<file path="config.mk">
export PLATFORM = sky130hd
export DESIGN_NAME = uart_intid
export DESIGN_NICKNAME = d
export VERILOG_FILES = /design/src/rtl/uart_intid_pkg.sv /design/src/rtl/uart_intid_srcs.sv /design/src/rtl/uart_intid_prio.sv /design/src/rtl/uart_intid.sv
export SDC_FILE = /design/constraint.sdc
export NUM_CORES = 1
export LEC_CHECK = 0
export BUFFER_PORTS_ARGS = -buffer_cell sky130_fd_sc_hd__buf_2
export CELL_PAD_IN_SITES_DETAIL_PLACEMENT = 0
export CELL_PAD_IN_SITES_GLOBAL_PLACEMENT = 1
export CORE_ASPECT_RATIO = 0.8
export CORE_UTILIZATION = 30
export DETAILED_ROUTE_END_ITERATION = 7
export GPL_ROUTABILITY_DRIVEN = 1
export PLACE_DENSITY = 0.79
export SLEW_MARGIN = 20
export SYNTH_ARGS = -nofsm -noshare
export SYNTH_HDL_FRONTEND = slang
export SYNTH_SLANG_ARGS = --single-unit
</file>
<file path="constraint.sdc">
create_clock -name clk -period 1.95 [get_ports clk]
set_clock_uncertainty 0.2 [all_clocks]
set_input_delay 0.195 -clock clk [delete_from_list [all_inputs] [get_ports clk]]
set_output_delay 0.195 -clock clk [all_outputs]
set_load 0.03 [all_outputs]
</file>
<file path="src/rtl/uart_intid_pkg.sv">
package uart_intid_pkg;

    typedef enum logic [3:0] {
        ID_NONE    = 4'b0001,
        ID_LINE    = 4'b0110,
        ID_RXDATA  = 4'b0100,
        ID_TIMEOUT = 4'b1100,
        ID_THRE    = 4'b0010,
        ID_MODEM   = 4'b0000
    } id_code_e;

    localparam int EN_RX    = 0;
    localparam int EN_TX    = 1;
    localparam int EN_LINE  = 2;
    localparam int EN_MODEM = 3;

    typedef struct packed {
        logic line;
        logic rxdata;
        logic timeout;
        logic thre;
        logic modem;
    } pend_t;

    function automatic int unsigned trig_bytes(input logic [1:0] sel);
        case (sel)
            2'b00:   return 1;
            2'b01:   return 4;
            2'b10:   return 8;
            default: return 14;
        endcase
    endfunction

endpackage

</file>
<file path="src/rtl/uart_intid_srcs.sv">
module uart_intid_srcs
    import uart_intid_pkg::*;
#(
    parameter int CNT_W = 5
) (
    input  logic             clk,
    input  logic             rst_n,
    input  logic             lsr_err_i,
    input  logic [CNT_W-1:0] rx_count_i,
    input  logic             rx_timeout_i,
    input  logic             thr_empty_i,
    input  logic             msr_change_i,
    input  logic             fifo_en_i,
    input  logic [1:0]       trig_sel_i,
    input  logic             rd_lsr_i,
    input  logic             rd_rbr_i,
    input  logic             rd_msr_i,
    input  logic             wr_thr_i,
    input  logic             iir_done_i,
    input  logic             thre_reported_i,
    output pend_t            pend_next_o
);

    typedef struct packed {
        logic line;
        logic timeout;
        logic thre;
        logic modem;
    } latch_t;

    latch_t st_d, st_q;
    logic [CNT_W-1:0] thresh;
    logic             rx_level;

    always_comb begin
        thresh   = fifo_en_i ? CNT_W'(trig_bytes(trig_sel_i)) : CNT_W'(1);
        rx_level = (rx_count_i >= thresh);

        st_d = st_q;
        // events win over clears in the same cycle
        if (rd_lsr_i)                      st_d.line = 1'b0;
        if (lsr_err_i)                     st_d.line = 1'b1;

        if (rd_rbr_i || !fifo_en_i)        st_d.timeout = 1'b0;
        if (rx_timeout_i && fifo_en_i)     st_d.timeout = 1'b1;

        if (wr_thr_i || (iir_done_i && thre_reported_i)) st_d.thre = 1'b0;
        if (thr_empty_i)                   st_d.thre = 1'b1;

        if (rd_msr_i)                      st_d.modem = 1'b0;
        if (msr_change_i)                  st_d.modem = 1'b1;

        pend_next_o.line    = st_d.line;
        pend_next_o.rxdata  = rx_level;
        pend_next_o.timeout = st_d.timeout;
        pend_next_o.thre    = st_d.thre;
        pend_next_o.modem   = st_d.modem;
    end

    always_ff @(posedge clk or negedge rst_n) begin
        if (!rst_n) st_q <= '0;
        else        st_q <= st_d;
    end

endmodule

</file>
<file path="src/rtl/uart_intid_prio.sv">
module uart_intid_prio
    import uart_intid_pkg::*;
(
    input  pend_t      pend_i,
    input  logic [3:0] ien_i,
    output id_code_e   code_o
);

    always_comb begin
        if (pend_i.line && ien_i[EN_LINE])          code_o = ID_LINE;
        else if (pend_i.rxdata && ien_i[EN_RX])     code_o = ID_RXDATA;
        else if (pend_i.timeout && ien_i[EN_RX])    code_o = ID_TIMEOUT;
        else if (pend_i.thre && ien_i[EN_TX])       code_o = ID_THRE;
        else if (pend_i.modem && ien_i[EN_MODEM])   code_o = ID_MODEM;
        else                                        code_o = ID_NONE;
    end

endmodule

</file>
<file path="src/rtl/uart_intid.sv">
module uart_intid
    import uart_intid_pkg::*;
#(
    parameter int FIFO_DEPTH = 16,
    localparam int CNT_W     = $clog2(FIFO_DEPTH + 1)
) (
    input  logic             clk,
    input  logic             rst_n,
    input  logic             lsr_err_i,
    input  logic [CNT_W-1:0] rx_count_i,
    input  logic             rx_timeout_i,
    input  logic             thr_empty_i,
    input  logic             msr_change_i,
    input  logic [3:0]       ien_i,
    input  logic             fifo_en_i,
    input  logic [1:0]       trig_sel_i,
    input  logic             rd_iir_i,
    input  logic             rd_lsr_i,
    input  logic             rd_rbr_i,
    input  logic             rd_msr_i,
    input  logic             wr_thr_i,
    output logic [7:0]       iid_o,
    output logic             irq_o
);

    typedef struct packed {
        logic [7:0] iid;
        logic       rd_hold;
    } top_t;

    top_t     st_d, st_q;
    pend_t    pend_next;
    id_code_e code;
    logic     iir_done;
    logic     thre_reported;

    assign iir_done      = st_q.rd_hold && !rd_iir_i;
    assign thre_reported = (st_q.iid[3:0] == ID_THRE);

    uart_intid_srcs #(.CNT_W(CNT_W)) u_srcs (
        .clk             (clk),
        .rst_n           (rst_n),
        .lsr_err_i       (lsr_err_i),
        .rx_count_i      (rx_count_i),
        .rx_timeout_i    (rx_timeout_i),
        .thr_empty_i     (thr_empty_i),
        .msr_change_i    (msr_change_i),
        .fifo_en_i       (fifo_en_i),
        .trig_sel_i      (trig_sel_i),
        .rd_lsr_i        (rd_lsr_i),
        .rd_rbr_i        (rd_rbr_i),
        .rd_msr_i        (rd_msr_i),
        .wr_thr_i        (wr_thr_i),
        .iir_done_i      (iir_done),
        .thre_reported_i (thre_reported),
        .pend_next_o     (pend_next)
    );

    uart_intid_prio u_prio (
        .pend_i (pend_next),
        .ien_i  (ien_i),
        .code_o (code)
    );

    always_comb begin
        st_d         = st_q;
        st_d.rd_hold = rd_iir_i;
        if (!rd_iir_i) begin
            st_d.iid = {{2{fifo_en_i}}, 2'b00, code};
        end
    end

    always_ff @(posedge clk or negedge rst_n) begin
        if (!rst_n) st_q <= '{iid: 8'h01, rd_hold: 1'b0};
        else        st_q <= st_d;
    end

    assign iid_o = st_q.iid;
    assign irq_o = !st_q.iid[0];

endmodule

</file>
; ---- Yosys cells after proc, flatten, opt, wreduce, memory -nomap -nowiden
; Index checks and enable logic that the tools add are counted.
[word_totals]
elab_cells = 39
ff_bits = 10
input_bits = 23
out_inout_bits = 9
[op_classes]
order_cmp = 1
reduce_logical = 14
muxes = 15
n_eq_ne = 3
[ops]
columns = op, count
row1 = 4-bit 2-to-1 mux, 5
row2 = 4-bit case mux with 3 select lines, 1
row3 = 1-bit 2-to-1 mux, 9
row4 = 1-bit logical AND, 8
row5 = 5-bit >= comparator, 1
row6 = "4-bit by 2-bit equality test with 1-bit output, second input constant", 1
row7 = 1-bit logical NOT, 3
row8 = "2-bit by 1-bit equality test with 1-bit output, second input constant", 1
row9 = "2-bit equality test, second input constant", 1
row10 = 2-bit logical NOT, 1
row11 = 1-bit logical OR, 2

; ---- Depth between registers and ports, before layout
[depth]
depth_word = 11
depth_mapped = 6
mapped_depth_nobuf = 6

; ---- Cells and area by module
; Synthesis repeated with hierarchy kept, for this count alone.
[unflattened]
cells_unflattened = 59
hier_area_um2 = 618.1
[modules_own_cells]
columns = mod, n_inst, seq_area_each_um2, cells_each, area_per_inst_um2
row1 = uart_intid, 1, 151.4, 23, 292.8
row2 = uart_intid_srcs, 1, 100.1, 29, 275.3
row3 = uart_intid_prio, 1, 0.0, 7, 50.0

; ---- Worst setup path before layout
; Ideal clock, no wire load.
[synth_timing]
path_type = input to register
start = input port trig_sel_i[0]
end = register st_q (netlist bit iid_o[1])
t_required_ns = 1.646
n_path_buf = 0
path_slack_ns = 0.341
arrival_ns = 1.305
cell_stages = 6
setup_time_ns = 0.104
path_cell_list = o21ai_0 > ha_1 > nand2b_1 > a31oi_1 > o221ai_1 > a221oi_1
[synth_between]
elab_chain_len = 7
word_cells_on_any_way = 9
cone_classes = 1 x order compare / 2 x eq/ne / 4 x mux / 2 x reduce/logical
[synth_lines]
columns = item, line_no
row1 = from (decl), uart_intid.sv:16  ; input logic [1:0] trig_sel_i,
row2 = "2-bit equality test, or another cell as far along", uart_intid_pkg.sv:26  ; case (sel)
row3 = 4-bit case mux with 3 select lines *, uart_intid_pkg.sv:26
row4 = 4-bit 2-to-1 mux *, uart_intid_srcs.sv:36  ; thresh = fifo_en_i ? CNT_W'(trig_bytes(trig_sel_i)) : CNT_W'(1);
row5 = 5-bit >= comparator *, uart_intid_srcs.sv:37  ; rx_level = (rx_count_i >= thresh);
row6 = 1-bit logical AND *, uart_intid_prio.sv:11  ; else if (pend_i.rxdata && ien_i[EN_RX]) code_o = ID_RXDATA;
row7 = 4-bit 2-to-1 mux *, uart_intid_prio.sv:11
row8 = 4-bit 2-to-1 mux *, uart_intid_prio.sv:10  ; if (pend_i.line && ien_i[EN_LINE]) code_o = ID_LINE;
row9 = to (signal assigned), uart_intid.sv:74  ; if (!rst_n) st_q <= '{iid: 8'h01, rd_hold: 1'b0};
row10 = to (signal assigned), uart_intid.sv:75  ; else st_q <= st_d;
row11 = to (decl), uart_intid.sv:31  ; top_t st_d, st_q;
; Every way passes the cells marked *; elsewhere a longest branch is shown, timed or not.
; A chain may end at the register's enable or synchronous reset.

; ---- Final worst setup path
[layout_timing]
start = input port rd_iir_i
end = register st_q (netlist bit iid_o[0])
[layout_between]
elab_chain_len = 11
[layout_lines]
columns = item, line_no
row1 = from (decl), uart_intid.sv:17  ; input logic rd_iir_i,
row2 = 1-bit logical NOT, --
row3 = 1-bit logical AND, uart_intid.sv:37  ; assign iir_done = st_q.rd_hold && !rd_iir_i;
row4 = 1-bit logical AND, uart_intid_srcs.sv:47  ; if (wr_thr_i || (iir_done_i && thre_reported_i)) st_d.thre = 1'b0;
row5 = 1-bit logical OR, uart_intid_srcs.sv:47
row6 = 1-bit 2-to-1 mux, uart_intid_srcs.sv:47
row7 = 1-bit 2-to-1 mux, uart_intid_srcs.sv:48  ; if (thr_empty_i) st_d.thre = 1'b1;
row8 = 1-bit logical AND, uart_intid_prio.sv:13  ; else if (pend_i.thre && ien_i[EN_TX]) code_o = ID_THRE;
row9 = 4-bit 2-to-1 mux, uart_intid_prio.sv:13
row10 = 4-bit 2-to-1 mux, uart_intid_prio.sv:12  ; else if (pend_i.timeout && ien_i[EN_RX]) code_o = ID_TIMEOUT;
row11 = 4-bit 2-to-1 mux, uart_intid_prio.sv:11
row12 = 4-bit 2-to-1 mux, uart_intid_prio.sv:10
; Parallel ways exist; a longest one is shown, timed or not.

==> flow_summary.json <==
{
  "status": "completed",
  "hold_class": "primary input to register",
  "finalSetupViolations": 0,
  "yosysSeqAreaShare_pct": 40.1,
  "dpl.hpwl_um": 989,
  "track_usage_pct": 12.6,
  "core_area_mm2": 0.00193,
  "wl_per_cell_um": 10.0,
  "grt_pass1_wl_um": 2080,
  "final_cells": 124,
  "p_leak_nw": 0.430,
  "end_kind": "register",
  "final.setup.tns_ns": 0,
  "fin_util_pct": 42.7,
  "path_max_fanout": 8,
  "routed_wl_um": 1240,
  "gp_congestion": 0.741,
  "drv_slew": 0,
  "die_area_mm2": 0.00228,
  "drv_cap": 0,
  "drt_first_pass_iters": 4,
  "clk_latency_ns": 0.26,
  "multi_input_area_um2": 289,
  "drt-initial-drc-count": 12,
  "drive_above_1_share_pct": 33.0,
  "grt-ovfl-total": 0,
  "seqCellArea_um2": 251,
  "synth_area_um2": 627,
  "vias": 570,
  "die-height_um": 42.9,
  "start_util_pct": 32.5,
  "cts_htree_levels": 1,
  "start_kind": "primary input",
  "power_density_mw_per_mm2": 640,
  "fp.dieW_um": 53.1,
  "grt_pass1_vias": 512,
  "syn_avg_cell_area_um2": 9.08,
  "dp.cells": 115,
  "synth_edf_count": 0,
  "postCtsSetupBuffers": 0,
  "drc": 0,
  "synth_seq_cells": 10,
  "fmax_mhz": 572,
  "hold_viol": 0,
  "syn2layout_area_growth_pct": 31.1,
  "ios": 32,
  "cts_made_buffers": 3,
  "cts_sinks": 10,
  "grt_max_degree": 11,
  "num_antenna_cells": 0,
  "yosys_warnings": 0,
  "post-route-period-util_pct": 89.7,
  "worstRegToRegCells": 4,
  "clockBufferDepth": 2,
  "num_rows": 14,
  "async_flop_share_pct": 100,
  "nNetsFinal": 128,
  "vdd_drop_max_mv": 0.405,
  "worstHoldPathCells": 3,
  "cts_resized": 0,
  "arrival_ns": 1.73,
  "clk_pin_slew_ns": 0.07,
  "critical_path_class": "primary input to register",
  "io_buffers": 29,
  "worstPathRequired_ns": 1.93,
  "clockRootBuffer": "clkbuf_4",
  "synth_cells": 69,
  "rsz0062_at_grt": "no",
  "grt_antenna_before_repair": 0,
  "final_antenna_net_count": 0,
  "cts_tree": "yes",
  "viasPerCell": 4.60,
  "ys_types": 26,
  "synth_flop_cell": "dfrtp_1",
  "finalCriticalPeriod_ns": 1.75,
  "fill_cells": 203
}
[timing repair]
action | CTS | global route
setup endpoints to repair | 0 | 0
endpoints found under the hold margin | 14 | 0
hold buffers | 5 | 0
[flip-flops by register name, indices dropped and copies added (netlist names)]
signal       flops
iid_o            5
st_q             1
u_srcs.st_q      4
[critical path, cell delays in order]
cell and delay [ns]:
dlygate4sd3_1 0.54, buf_2 0.18, nor4bb_1 0.34, and3b_1 0.23, o211ai_1 0.11, o21ai_1 0.14
[report_power, final]
part	switching (mW)	total [mW]	internal [mW]	leakage, nW
sequential	0.00948	0.235	0.226	0.115
clock	0.0645	0.143	0.0787	0.0150
combinational	0.0856	0.148	0.0623	0.300
total	0.160	0.527	0.367	0.430
[kinds of logic (layout without fill, tap and decap cells)]
family	count (synthesis)	in the layout	share of synthesized area (%)
simple gates	17	17	14.2
other cells	1	2	0.598
compound gates	20	20	21.0
buf+inv	16	46	14.4
fa+ha+maj	4	4	7.98
flops	10	10	40.1
mux	1	1	1.80
[stage by stage]
step / area (um^2) / hold WS (ns) / setup WS, ns / power [mW]
2_1_floorplan: 631 / -0.301 / 0.341 / 0.345
3_3_place_gp: 746 / -0.134 / 0.125 / 0.379
3_5_place_dp: 746 / -0.131 / 0.0633 / 0.380
4_1_cts: 822 / 0.0103 / 0.203 / 0.535
5_1_grt: 822 / 0.0272 / 0.0301 / 0.564
6_report: 822 / 0.0173 / 0.200 / 0.527
[Yosys cell counts, types with 2 or more instances]
master / instances / area (um^2)
nand2_1: 7 / 26.3
dfrtp_1: 9 / 225
inv_1: 8 / 30.0
nor2b_1: 3 / 18.8
a21o_1: 3 / 22.5
buf_4: 8 / 60.1
o21ai_0: 5 / 25.0
o21ai_1: 3 / 15.0
o21a_1: 2 / 15.0
ha_1: 4 / 50.1
nor2_1: 2 / 7.51
[layout by cell type (no fill, tap or decap), types with 2 or more instances in the layout]
master,synthesis,final
o21ai_1,3,3
a21o_1,3,3
conb_1,1,2
ha_1,4,4
dlygate4sd3_1,0,5
nor2b_1,3,3
nor2_1,2,2
buf_2,0,29
nand2_1,7,7
inv_1,8,8
clkbuf_4,0,3
o21a_1,2,2
dfrtp_1,9,9
o21ai_0,5,5
[cell type report]
class	instances	share of cell area, %
clock buffer	4	3.20
inverter	8	3.65
timing repair buffer	34	23.7
sequential	10	30.6
tap	24	3.65
multi-input combinational	44	35.2
[final timing paths]
path,from,endpoint,slack (ns)
min in group asynchronous,rst_n,st_q[0],0.11
max in group asynchronous,rst_n,iid_o[0],1.17
min reg2reg,u_srcs.st_q[3],u_srcs.st_q[3],0.28
max,rd_iir_i,iid_o[0],0.20
max reg2reg,iid_o[0],iid_o[1],0.47
min,rx_timeout_i,u_srcs.st_q[2],0.02
[per-layer routing]
metal,routed length [um],global-route usage [%],vias to the layer above,part of all wire (%)
li1,-,-,290,-
met1,602,17.9,263,48
met2,580,18.0,17,47
met3,60,4.30,0,4.8
met4,0,3.16,0,0
met5,0,0,-,0
Note: power is estimated with default switching activity, not from simulation.
